===== src/rtl/vtg_pkg.sv =====
package vtg_pkg;
   localparam int CFG_BITS = 6;

   typedef struct packed {
      logic vact_gate;
      logic hact_gate;
      logic vact_inv;
      logic hact_inv;
      logic vs_hi;
      logic hs_hi;
   } vtg_cfg_t;

   localparam vtg_cfg_t CFG_RESET = '0;
endpackage


===== src/rtl/vtg_cfg_regs.sv =====
module vtg_cfg_regs
   import vtg_pkg::*;
#(
   parameter int ADDR_W   = 4,
   parameter int DATA_W   = 8,
   parameter int CFG_ADDR = 2
) (
   input  logic              clk,
   input  logic              rst,
   input  logic              we,
   input  logic [ADDR_W-1:0] addr,
   input  logic [DATA_W-1:0] wdata,
   output vtg_cfg_t          cfg
);
   localparam logic [ADDR_W-1:0] MY_ADDR = ADDR_W'(CFG_ADDR);

   generate
      if (DATA_W < CFG_BITS) begin : g_bad_dw
         $error("vtg_cfg_regs: DATA_W narrower than configuration word");
      end
      if (CFG_ADDR >= (1 << ADDR_W)) begin : g_bad_addr
         $error("vtg_cfg_regs: CFG_ADDR outside address space");
      end
   endgenerate

   logic hit;
   assign hit = we && (addr == MY_ADDR);

   always_ff @(posedge clk) begin
      if (rst) begin
         cfg <= CFG_RESET;
      end else if (hit) begin
         cfg <= vtg_cfg_t'(wdata[CFG_BITS-1:0]);
      end
   end

   assert_cfg_ignore_R11: assert property (@(posedge clk) disable iff (rst)
      !hit |=> $stable(cfg));
endmodule


===== src/rtl/vtg_counter.sv =====
module vtg_counter #(
   parameter int H_TOTAL    = 858,
   parameter int LINES_ODD  = 263,
   parameter int LINES_EVEN = 262,
   parameter int PX_W       = 10,
   parameter int LN_W       = 9
) (
   input  logic            clk,
   input  logic            rst,
   output logic [PX_W-1:0] px,
   output logic [LN_W-1:0] ln,
   output logic            fld
);
   localparam logic [PX_W-1:0] PX_LAST  = PX_W'(H_TOTAL - 1);
   localparam logic [LN_W-1:0] ODD_LAST = LN_W'(LINES_ODD - 1);
   localparam logic [LN_W-1:0] EVN_LAST = LN_W'(LINES_EVEN - 1);

   logic [LN_W-1:0] ln_last;
   assign ln_last = fld ? EVN_LAST : ODD_LAST;

   always_ff @(posedge clk) begin
      if (rst) begin
         px  <= '0;
         ln  <= '0;
         fld <= 1'b0;
      end else if (px == PX_LAST) begin
         px <= '0;
         if (ln == ln_last) begin
            ln  <= '0;
            fld <= ~fld;
         end else begin
            ln <= ln + 1'b1;
         end
      end else begin
         px <= px + 1'b1;
      end
   end

   assert_px_wrap_R2: assert property (@(posedge clk) disable iff (rst)
      (px == PX_LAST) |=> (px == '0));

   assert_field_flip_R3: assert property (@(posedge clk) disable iff (rst)
      (px == PX_LAST && ln == ln_last) |=> (ln == '0 && fld != $past(fld)));
endmodule


===== src/rtl/vtg_decode.sv =====
module vtg_decode #(
   parameter int H_TOTAL    = 858,
   parameter int H_ACTIVE   = 720,
   parameter int HS_START   = 16,
   parameter int HS_WIDTH   = 62,
   parameter int VS_LINES   = 3,
   parameter int VACT_FIRST = 20,
   parameter int VACT_LINES = 240,
   parameter int PX_W       = 10,
   parameter int LN_W       = 9
) (
   input  logic            clk,
   input  logic            rst,
   input  logic [PX_W-1:0] px,
   input  logic [LN_W-1:0] ln,
   input  logic            fld,
   output logic            hs_raw,
   output logic            vs_raw,
   output logic            hact_raw,
   output logic            vact_raw,
   output logic            blue_raw
);
   localparam int              H_BLANK  = H_TOTAL - H_ACTIVE;
   localparam logic [PX_W-1:0] HB_PX    = PX_W'(H_BLANK);
   localparam logic [PX_W-1:0] HS_FIRST = PX_W'(HS_START);
   localparam logic [PX_W-1:0] HS_END   = PX_W'(HS_START + HS_WIDTH);
   localparam logic [PX_W-1:0] MID_PX   = PX_W'(H_TOTAL / 2);
   localparam logic [LN_W-1:0] VS_END   = LN_W'(VS_LINES);
   localparam logic [LN_W-1:0] VA_FIRST = LN_W'(VACT_FIRST);
   localparam logic [LN_W-1:0] VA_END   = LN_W'(VACT_FIRST + VACT_LINES);
   localparam logic            HB_PAR   = HB_PX[0];

   logic vs_odd, vs_even;

   always_comb begin
      hs_raw   = (px >= HS_FIRST) && (px < HS_END);
      hact_raw = (px >= HB_PX);
      vact_raw = (ln >= VA_FIRST) && (ln < VA_END);
      vs_odd   = (ln < VS_END);
      vs_even  = ((ln > '0) && (ln < VS_END)) ||
                 ((ln == '0) && (px >= MID_PX)) ||
                 ((ln == VS_END) && (px < MID_PX));
      vs_raw   = fld ? vs_even : vs_odd;
      blue_raw = hact_raw && vact_raw && (px[0] == HB_PAR);
   end

   assert_hs_in_blank_R2: assert property (@(posedge clk) disable iff (rst)
      hs_raw |-> !hact_raw);

   assert_vs_odd_edge_R4: assert property (@(posedge clk) disable iff (rst)
      (!fld && vs_raw != $past(vs_raw) && $past(fld) == fld) |-> (px == '0 && !hs_raw && !hact_raw));

   assert_vs_even_edge_R5: assert property (@(posedge clk) disable iff (rst)
      (fld && vs_raw != $past(vs_raw) && $past(fld) == fld) |-> (px == MID_PX && hact_raw));
endmodule


===== src/rtl/vtg_top.sv =====
module vtg_top
   import vtg_pkg::*;
#(
   parameter int H_TOTAL    = 858,
   parameter int H_ACTIVE   = 720,
   parameter int HS_START   = 16,
   parameter int HS_WIDTH   = 62,
   parameter int LINES_ODD  = 263,
   parameter int LINES_EVEN = 262,
   parameter int VS_LINES   = 3,
   parameter int VACT_FIRST = 20,
   parameter int VACT_LINES = 240,
   parameter int ADDR_W     = 4,
   parameter int DATA_W     = 8,
   parameter int CFG_ADDR   = 2
) (
   input  logic              clk,
   input  logic              rst,
   input  logic              cfg_we,
   input  logic [ADDR_W-1:0] cfg_addr,
   input  logic [DATA_W-1:0] cfg_wdata,
   output logic              hsync_o,
   output logic              vsync_o,
   output logic              hact_o,
   output logic              vact_o,
   output logic              field_o,
   output logic              blue_o
);
   localparam int MAX_LINES = (LINES_ODD > LINES_EVEN) ? LINES_ODD : LINES_EVEN;
   localparam int PX_W      = $clog2(H_TOTAL);
   localparam int LN_W      = $clog2(MAX_LINES + 1);
   localparam int H_BLANK   = H_TOTAL - H_ACTIVE;
   localparam int N_POL     = 4;
   localparam logic [N_POL-1:0] POL_RST = 4'b0011;

   generate
      if (H_ACTIVE <= 0 || H_ACTIVE >= H_TOTAL) begin : g_bad_hact
         $error("vtg_top: H_ACTIVE must lie inside the line");
      end
      if ((H_ACTIVE % 2) != 0) begin : g_bad_pair
         $error("vtg_top: H_ACTIVE must be even for 4:2:2 pairing");
      end
      if (HS_START < 1 || HS_WIDTH < 1 || HS_START + HS_WIDTH > H_BLANK) begin : g_bad_hs
         $error("vtg_top: horizontal sync must sit inside blanking after pixel 0");
      end
      if (H_TOTAL / 2 < H_BLANK) begin : g_bad_mid
         $error("vtg_top: mid-line point must fall in the active part");
      end
      if (VS_LINES < 1 || VS_LINES >= VACT_FIRST) begin : g_bad_vs
         $error("vtg_top: vertical sync must end before the active lines");
      end
      if (VACT_FIRST + VACT_LINES > LINES_EVEN || VACT_FIRST + VACT_LINES > LINES_ODD) begin : g_bad_va
         $error("vtg_top: active lines exceed field length");
      end
   endgenerate

   vtg_cfg_t        cfg;
   logic [PX_W-1:0] px;
   logic [LN_W-1:0] ln;
   logic            fld;
   logic            hs_raw, vs_raw, hact_raw, vact_raw, blue_raw;
   logic            hact_g, vact_g;
   logic [N_POL-1:0] lvec, inv, pol_q;

   vtg_cfg_regs #(
      .ADDR_W(ADDR_W), .DATA_W(DATA_W), .CFG_ADDR(CFG_ADDR)
   ) u_cfg (
      .clk(clk), .rst(rst), .we(cfg_we), .addr(cfg_addr), .wdata(cfg_wdata), .cfg(cfg)
   );

   vtg_counter #(
      .H_TOTAL(H_TOTAL), .LINES_ODD(LINES_ODD), .LINES_EVEN(LINES_EVEN),
      .PX_W(PX_W), .LN_W(LN_W)
   ) u_cnt (
      .clk(clk), .rst(rst), .px(px), .ln(ln), .fld(fld)
   );

   vtg_decode #(
      .H_TOTAL(H_TOTAL), .H_ACTIVE(H_ACTIVE), .HS_START(HS_START), .HS_WIDTH(HS_WIDTH),
      .VS_LINES(VS_LINES), .VACT_FIRST(VACT_FIRST), .VACT_LINES(VACT_LINES),
      .PX_W(PX_W), .LN_W(LN_W)
   ) u_dec (
      .clk(clk), .rst(rst), .px(px), .ln(ln), .fld(fld),
      .hs_raw(hs_raw), .vs_raw(vs_raw), .hact_raw(hact_raw),
      .vact_raw(vact_raw), .blue_raw(blue_raw)
   );

   always_comb begin
      hact_g = cfg.hact_gate ? (hact_raw && vact_raw) : hact_raw;
      vact_g = cfg.vact_gate ? (vact_raw && hact_raw) : vact_raw;
      lvec   = {vact_g, hact_g, vs_raw, hs_raw};
      inv    = {cfg.vact_inv, cfg.hact_inv, ~cfg.vs_hi, ~cfg.hs_hi};
   end

   for (genvar gi = 0; gi < N_POL; gi++) begin : g_pol
      always_ff @(posedge clk) begin
         if (rst) pol_q[gi] <= POL_RST[gi];
         else     pol_q[gi] <= lvec[gi] ^ inv[gi];
      end
   end

   always_ff @(posedge clk) begin
      if (rst) begin
         field_o <= 1'b0;
         blue_o  <= 1'b0;
      end else begin
         field_o <= fld;
         blue_o  <= blue_raw;
      end
   end

   assign hsync_o = pol_q[0];
   assign vsync_o = pol_q[1];
   assign hact_o  = pol_q[2];
   assign vact_o  = pol_q[3];

   assert_blue_alternate_R10: assert property (@(posedge clk) disable iff (rst)
      blue_o |=> !blue_o);

   assert_field_steady_R3: assert property (@(posedge clk) disable iff (rst)
      (field_o != $past(field_o)) |-> ($past(px) == '0 && $past(ln) == '0));
endmodule


===== config.mk =====
export PLATFORM = sky130hd
export DESIGN_NAME = vtg_top
export DESIGN_NICKNAME = d
export VERILOG_FILES = /design/src/rtl/vtg_pkg.sv /design/src/rtl/vtg_cfg_regs.sv /design/src/rtl/vtg_counter.sv /design/src/rtl/vtg_decode.sv /design/src/rtl/vtg_top.sv
export SDC_FILE = /design/constraint.sdc
export NUM_CORES = 1
export LEC_CHECK = 0
export BUFFER_PORTS_ARGS = -buffer_cell sky130_fd_sc_hd__buf_2
export CORE_AREA = 2 2 48 95
export CTS_CLUSTER_SIZE = 25
export DETAILED_ROUTE_END_ITERATION = 8
export DIE_AREA = 0 0 50 97
export HOLD_SLACK_MARGIN = 0.06
export PLACE_DENSITY = 0.55
export SLEW_MARGIN = 20
export SYNTH_ARGS = -nofsm -noshare
export SYNTH_HDL_FRONTEND = slang
export SYNTH_SLANG_ARGS = --single-unit

===== constraint.sdc =====
create_clock -name clk -period 5.64 [get_ports clk]
set_input_delay 1.128 -clock clk [delete_from_list [all_inputs] [get_ports clk]]
set_output_delay 1.128 -clock clk [all_outputs]
set_load 0.02 [all_outputs]

==> results of run 1 <==
metal layers:
metal	vias to the layer above	share of wire, %
li1	643	-
met1	608	37
met2	24	57
met3	8	3.1
met4	0	2.8
met5	-	0
power by group through the flow:
stage	clock (mW)	sequential, mW	combinational [mW]
after floorplan	0	0.238	0.0110
after global placement	0	0.238	0.0182
after detailed placement	0	0.238	0.0190
after CTS	0.220	0.233	0.0191
after global routing	0.227	0.233	0.0218
final	0.212	0.233	0.0186
cell type report:
class                           count  area [sq um]  area share, %
Tap cell                           52          65.1           3.60
Clock inverter                      2          35.0           1.94
Clock buffer                        6          72.6           4.01
Inverter                            7          26.3           1.45
Sequential cell                    32           641           35.4
Multi-Input combinational cell    130           872           48.2
Timing Repair Buffer               19          97.6           5.39
layout by cell type, fill, tap and decap left out, types with 2 or more instances in the layout:
cell type  instances
a21oi_1            3
nor4_1             2
or2_2              2
nand2b_1           4
mux2i_1            6
clkbuf_8           5
nand4_1           12
xnor2_1            3
buf_2             18
and3_1             3
ha_1               6
o21ai_0            2
o32ai_1            2
nor2_1            29
inv_1              7
and4b_1            2
xor2_1            17
nor2b_1            2
nor3_1             6
nand3b_1           2
dfxtp_1           32
nand3_1            4
nand2_1            6
final timing paths:
check / startpoint / endpoint / slack (ps)
max: u_cnt.px[5] / vsync_o / 3730
min: u_cfg.cfg[5] / u_cfg.cfg[5] / 510
max reg2reg: u_cnt.px[5] / vsync_o / 3730
min reg2reg: u_cfg.cfg[5] / u_cfg.cfg[5] / 510
kinds of logic after synthesis:
family / count (synthesis) / share of synthesized area (%)
AND/OR/NAND/NOR: 80 / 26.7
flip-flops: 32 / 40.3
XOR/XNOR: 20 / 11.0
AO/OA/AOI/OAI: 18 / 8.66
buffers and inverters: 16 / 4.88
multiplexers: 6 / 3.78
adder cells (fa/ha/maj): 6 / 4.72
sequential cells by signal, summed over array words and instances, names as in the netlist:
signal	cells
u_cnt.px	10
u_cfg.cfg	6
vact_o	1
blue_o	1
u_cnt.fld	1
u_cnt.ln	9
vsync_o	1
hsync_o	1
hact_o	1
field_o	1
per-stage QoR:
| stage | instance area [sq um] | hold slack, ps |
|---|---|---|
| detailed placement | 1700 | 507 |
| finish | 1810 | 515 |
| global route | 1810 | 555 |
| global placement | 1700 | 488 |
| CTS | 1810 | 522 |
| floorplan | 1590 | 460 |
worst max-delay path: stages, from the launching register on:
cell and delay [ps]:
dfxtp_1 490, or4b_4 510, o311ai_2 260, o211a_1 190
nor3_1 50, or3_1 300
==> impl_metrics.csv, run 1 <==
group,metric,value,unit
status,outcome,"finished, final reports clean",
placed_design,hpwl,2.43,mm
final_layout,layout-drive-gt1-share,16.3,%
timing,period_share,33.9,%
clock_network,path_clk_slew,70,ps
timing,finalSetupViolCount,0,
yosys,synthFlopType,"dfxtp_1",
die,die-area,0.00485,sq mm
drt,drcViolationCount,0,
yosys,postSynth.asyncResetShare,0,%
grt,grt_max_degree,18,
yosys,ys_top_cells_by_area,"dfxtp_1 (40%), xor2_1 (9.4%), nor2_1 (6.8%)",
clock_network,cts.sinks,32,
yosys,synth_common_cells,"dfxtp_1 (32), nor2_1 (29), xor2_1 (17), nand4_1 (12), inv_1 (7)",
yosys,syn_nets,199,
power_and_ir_drop,ir_worst_vdd,0.168,mV
setup_path,worst_r2r_path_depth,5,
yosys,yosys_warnings,0,
yosys,yosysTopAreaCell,"dfxtp_1",
yosys,synthDistinctLibCells,41,
timing,final-hold-violation-count,0,
placed_design,port_buffers,18,
final_layout,fill_cells,423,
power_and_ir_drop,p_per_area,257,mW/mm^2
yosys,ys_seq_area_share,40.3,%
clock_network,h-tree-depth,2,
setup_path,worstPathArrival,2080,ps
clock_network,clock_latency,280,ps
drt,ant_nets,0,
hold_path,hp-class,"reg2reg",
die,row_count,33,
grt,use_met1,12.8,%
setup_path,critPathLaunchType,"flip-flop",
timing,slew_viol_final,0,
drt,drt-initial-drc-count,44,
drt,vias,1283,
timing,period_needed,1910,ps
timing,tightest_slew,416,ps
drt,vias_per_cell,5.17,
yosys,synth_edf_count,0,
final_layout,area_delta_synth_final,13.8,%
drt,drt-total-wl,3.20,mm
power_and_ir_drop,p_clk_share,45.8,%
grt,grt_pass1_wl,5.52,mm
setup_path,worstSetupPathType,"reg2reg",
yosys,synth_top_area_share,40.3,%
setup_path,worstPathMaxFanout,9,
power_and_ir_drop,swShare,20.7,%
clock_network,cts_hold_buf,0,
clock_network,clockBufferDepth,2,
timing,setup_ws,3730,ps
power_and_ir_drop,p_leak,0.694,nW
placed_design,place.gp.congestion,0.803,
die,die_w,50,um
clock_network,root_buffer,"clkbuf_8",
drt,dr.pass1.iters,4,
clock_network,cts_resized,0,
grt,top_usage_layer,"met2",
die,start_util,38.9,%
yosys,syn_area_per_cell,8.93,sq um
die,die_h,97,um
grt,antenna_found_initial,0,
placed_design,placed_cells,240,
timing,fmax,524,MHz
clock_network,cts_setup_buffers,0,
grt,grt_pass1_vias,1360,
yosys,synthCells,178,
power_and_ir_drop,seqPwrFrac,50.2,%
die,core_area,0.00409,sq mm
job,drv_cap,0,
grt,met2_usage,27.9,%
timing,rsz0062_at_grt,"no",
die,io_pins,21,
final_layout,antennaDiodeCount,0,
final_layout,postLayoutCoreUtil,44.3,%
clock_network,cts_tree,"built",
power_and_ir_drop,switchingPower,0.0960,mW
grt,use_met3,3.40,%
clock_network,cts_buffers,5,
grt,grt-ovfl-total,0,
drt,post_drt_wl_per_cell,12.9,um
setup_path,cp.required,5810,ps
final_layout,fin_cells,248,
power_and_ir_drop,comb_power_share,4.0,%
yosys,yosysMostFrequentCell,"dfxtp_1",
yosys,synth-seq-cells,32,
power_and_ir_drop,power,0.464,mW
setup_path,end_kind,"flip-flop",
yosys,synth_area,0.00159,sq mm
timing,max_slew_margin,72.0,%
hold_path,hold_depth,2,
timing,tns,0,ps
power_and_ir_drop,internal_power,0.368,mW
grt,grt_use_total,14.5,%
final_layout,num-nets-final,216,
timing,fin_skew,6.04,ps
placed_design,dp_slack,3510,ps
Note: power is estimated with default switching activity, not from simulation.
==> run 2: changes to the inputs <==
--- a/config.mk
+++ b/config.mk
@@ -11,7 +11,7 @@
 export DETAILED_ROUTE_END_ITERATION = 8
 export DIE_AREA = 0 0 50 97
 export HOLD_SLACK_MARGIN = 0.06
-export PLACE_DENSITY = 0.55
+export PLACE_DENSITY = 0.57
 export SLEW_MARGIN = 20
 export SYNTH_ARGS = -nofsm -noshare
 export SYNTH_HDL_FRONTEND = slang
==> constraint.sdc (replaced) <==
create_clock -name clk -period 1.59 [get_ports clk]
set_input_delay 0.318 -clock clk [delete_from_list [all_inputs] [get_ports clk]]
set_output_delay 0.318 -clock clk [all_outputs]
set_load 0.02 [all_outputs]
==> run 2 against run 1 <==
First-iteration DRC count decreased by 27%. Fmax increased by 6.9%. Register-to-register slack got worse by 3900 ps. Power increased to 3.9 times the previous value. Core utilization increased by 9.0 points. Via count increased by 9.7%. Clock power increased to 4.0 times the previous value. Combinational power increased to 6.5 times the previous value. Non-clock buffer count increased by 31. Hold slack got worse by 240 ps. The flow now finishes with violations (negative setup slack). Die area unchanged. Critical path depth unchanged.
==> impl_metrics.csv, run 2 (same netlist as run 1, synthesis figures left out) <==
group,metric,value,unit
grt,antenna_found_initial,0,
power_and_ir_drop,p_per_area,824,mW/mm^2
placed_design,port_buffers,18,
timing,final-hold-violation-count,0,
grt,grt-ovfl-total,0,
drt,drt-initial-drc-count,32,
drt,dr.pass1.iters,4,
status,violations,"negative setup slack",
drt,post_drt_wl_per_cell,13.8,um
die,core_area,0.00409,sq mm
setup_path,critPathLaunchType,"flip-flop",
final_layout,layout-drive-gt1-share,34.8,%
timing,tightest_slew,358,ps
clock_network,h-tree-depth,2,
clock_network,cts_buffers,5,
die,start_util,38.9,%
final_layout,area_delta_synth_final,36.8,%
die,die-area,0.00485,sq mm
timing,period_share,112,%
power_and_ir_drop,ir_worst_vdd,0.621,mV
drt,vias_per_cell,5.05,
timing,fmax,560,MHz
placed_design,place.gp.congestion,0.875,
final_layout,top_register,"u_cnt.px",
timing,rsz0062_at_grt,"yes",
setup_path,worstPathMaxFanout,2,
placed_design,dp_slack,-152,ps
clock_network,path_clk_slew,70,ps
status,outcome,"finished, violations left",
final_layout,fill_cells,385,
power_and_ir_drop,p_leak,0.890,nW
die,io_pins,21,
timing,fin_skew,7.63,ps
clock_network,root_buffer,"clkbuf_8",
final_layout,largest_register_ff_count,10,
final_layout,antennaDiodeCount,0,
grt,grt_pass1_wl,6.51,mm
placed_design,hpwl,2.80,mm
drt,ant_nets,0,
setup_path,worstSetupPathType,"reg2reg",
hold_path,hp-class,"in2reg",
timing,max_slew_margin,75.9,%
timing,slew_viol_final,0,
grt,grt_use_total,17.2,%
clock_network,clockBufferDepth,2,
grt,grt_max_degree,18,
setup_path,cp.required,1760,ps
die,row_count,33,
clock_network,cts_tree,"built",
clock_network,cts.sinks,32,
timing,setup_ws,-197,ps
timing,finalSetupViolCount,7,
drt,drcViolationCount,0,
job,drv_cap,0,
clock_network,clock_latency,290,ps
final_layout,reg.largest.list,"u_cnt.px x10, u_cnt.ln x9, u_cfg.cfg x6",
drt,vias,1408,
final_layout,final_cell_mix,"nor2_1 (29), dfxtp_1 (29), buf_4 (27)",
timing,tns,-385,ps
drt,drt-total-wl,3.86,mm
setup_path,end_kind,"flip-flop",
die,die_h,97,um
final_layout,num-nets-final,247,
die,die_w,50,um
grt,grt_pass1_vias,1462,
timing,period_needed,1790,ps
final_layout,area.sequential,644,sq um
setup_path,worstPathArrival,1960,ps
final_layout,multi_input_comb_area,965,sq um
run 2: cell types whose count changed in the layout (fill, tap and decap cells not counted), moves of 2 or more:
| cell | before | now |
|---|---|---|
| dfxtp_1 | 32 | 29 |
| buf_6 | 0 | 5 |
| clkbuf_8 | 5 | 7 |
| buf_4 | 1 | 27 |
| dfxtp_2 | 0 | 3 |
run 2: final timing paths:
check / depth (start not counted) / from / endpoint / slack [ps]
hold / removal: 3 / cfg_wdata[3] / u_cfg.cfg[3] / 280
setup reg to reg: 5 / u_cnt.px[9] / vsync_o / -200
hold reg to reg: 1 / u_cnt.px[0] / u_cnt.px[0] / 480
setup / recovery: 5 / u_cnt.px[9] / vsync_o / -200
run 2: critical path: stages, from the launching register on:
cell,delay [ps]
dfxtp_2,320
or4b_4,560
o311ai_4,220
o211a_1,210
nor3_1,50
or3_1,310
run 2: area by class of cell:
| cell class | instances | area share [%] |
|---|---|---|
| Clock buffer | 7 | 4.43 |
| Clock inverter | 1 | 1.38 |
| Inverter | 7 | 1.21 |
| Multi-Input combinational cell | 130 | 44.3 |
| Sequential cell | 32 | 29.6 |
| Tap cell | 52 | 2.99 |
| Timing Repair Buffer | 50 | 16.0 |
run 2: per-layer routing:
layer | GRT usage (%) | vias up | routed length (um)
li1 | - | 716 | -
met1 | 17.0 | 674 | 1480
met2 | 32.5 | 11 | 2240
met3 | 3.40 | 7 | 64
met4 | 7.48 | 0 | 73
met5 | 0 | - | 0
run 2: power breakdown:
group          switching (mW)  internal [mW]
clock network           0.300          0.553
logic                  0.0588         0.0623
registers             0.00728          0.813
run 2: repair_timing:
action,in CTS,in global routing
buffers inserted,2,1
pin swaps,4,10
resized for setup,11,14
hold buffers,0,0
setup endpoints to repair,18,14
run 2: stage by stage:
stage	util (%)	hold slack, ps	cells	instance area (sq um)	total power, mW
2_1_floorplan	-	390	178	1600	0.883
5_1_grt	53.2	279	279	2180	1.86
4_1_cts	51.4	273	278	2100	1.80
3_5_place_dp	46.9	475	268	1920	0.936
3_3_place_gp	46.9	471	268	1920	0.933
6_report	53.2	275	279	2180	1.79
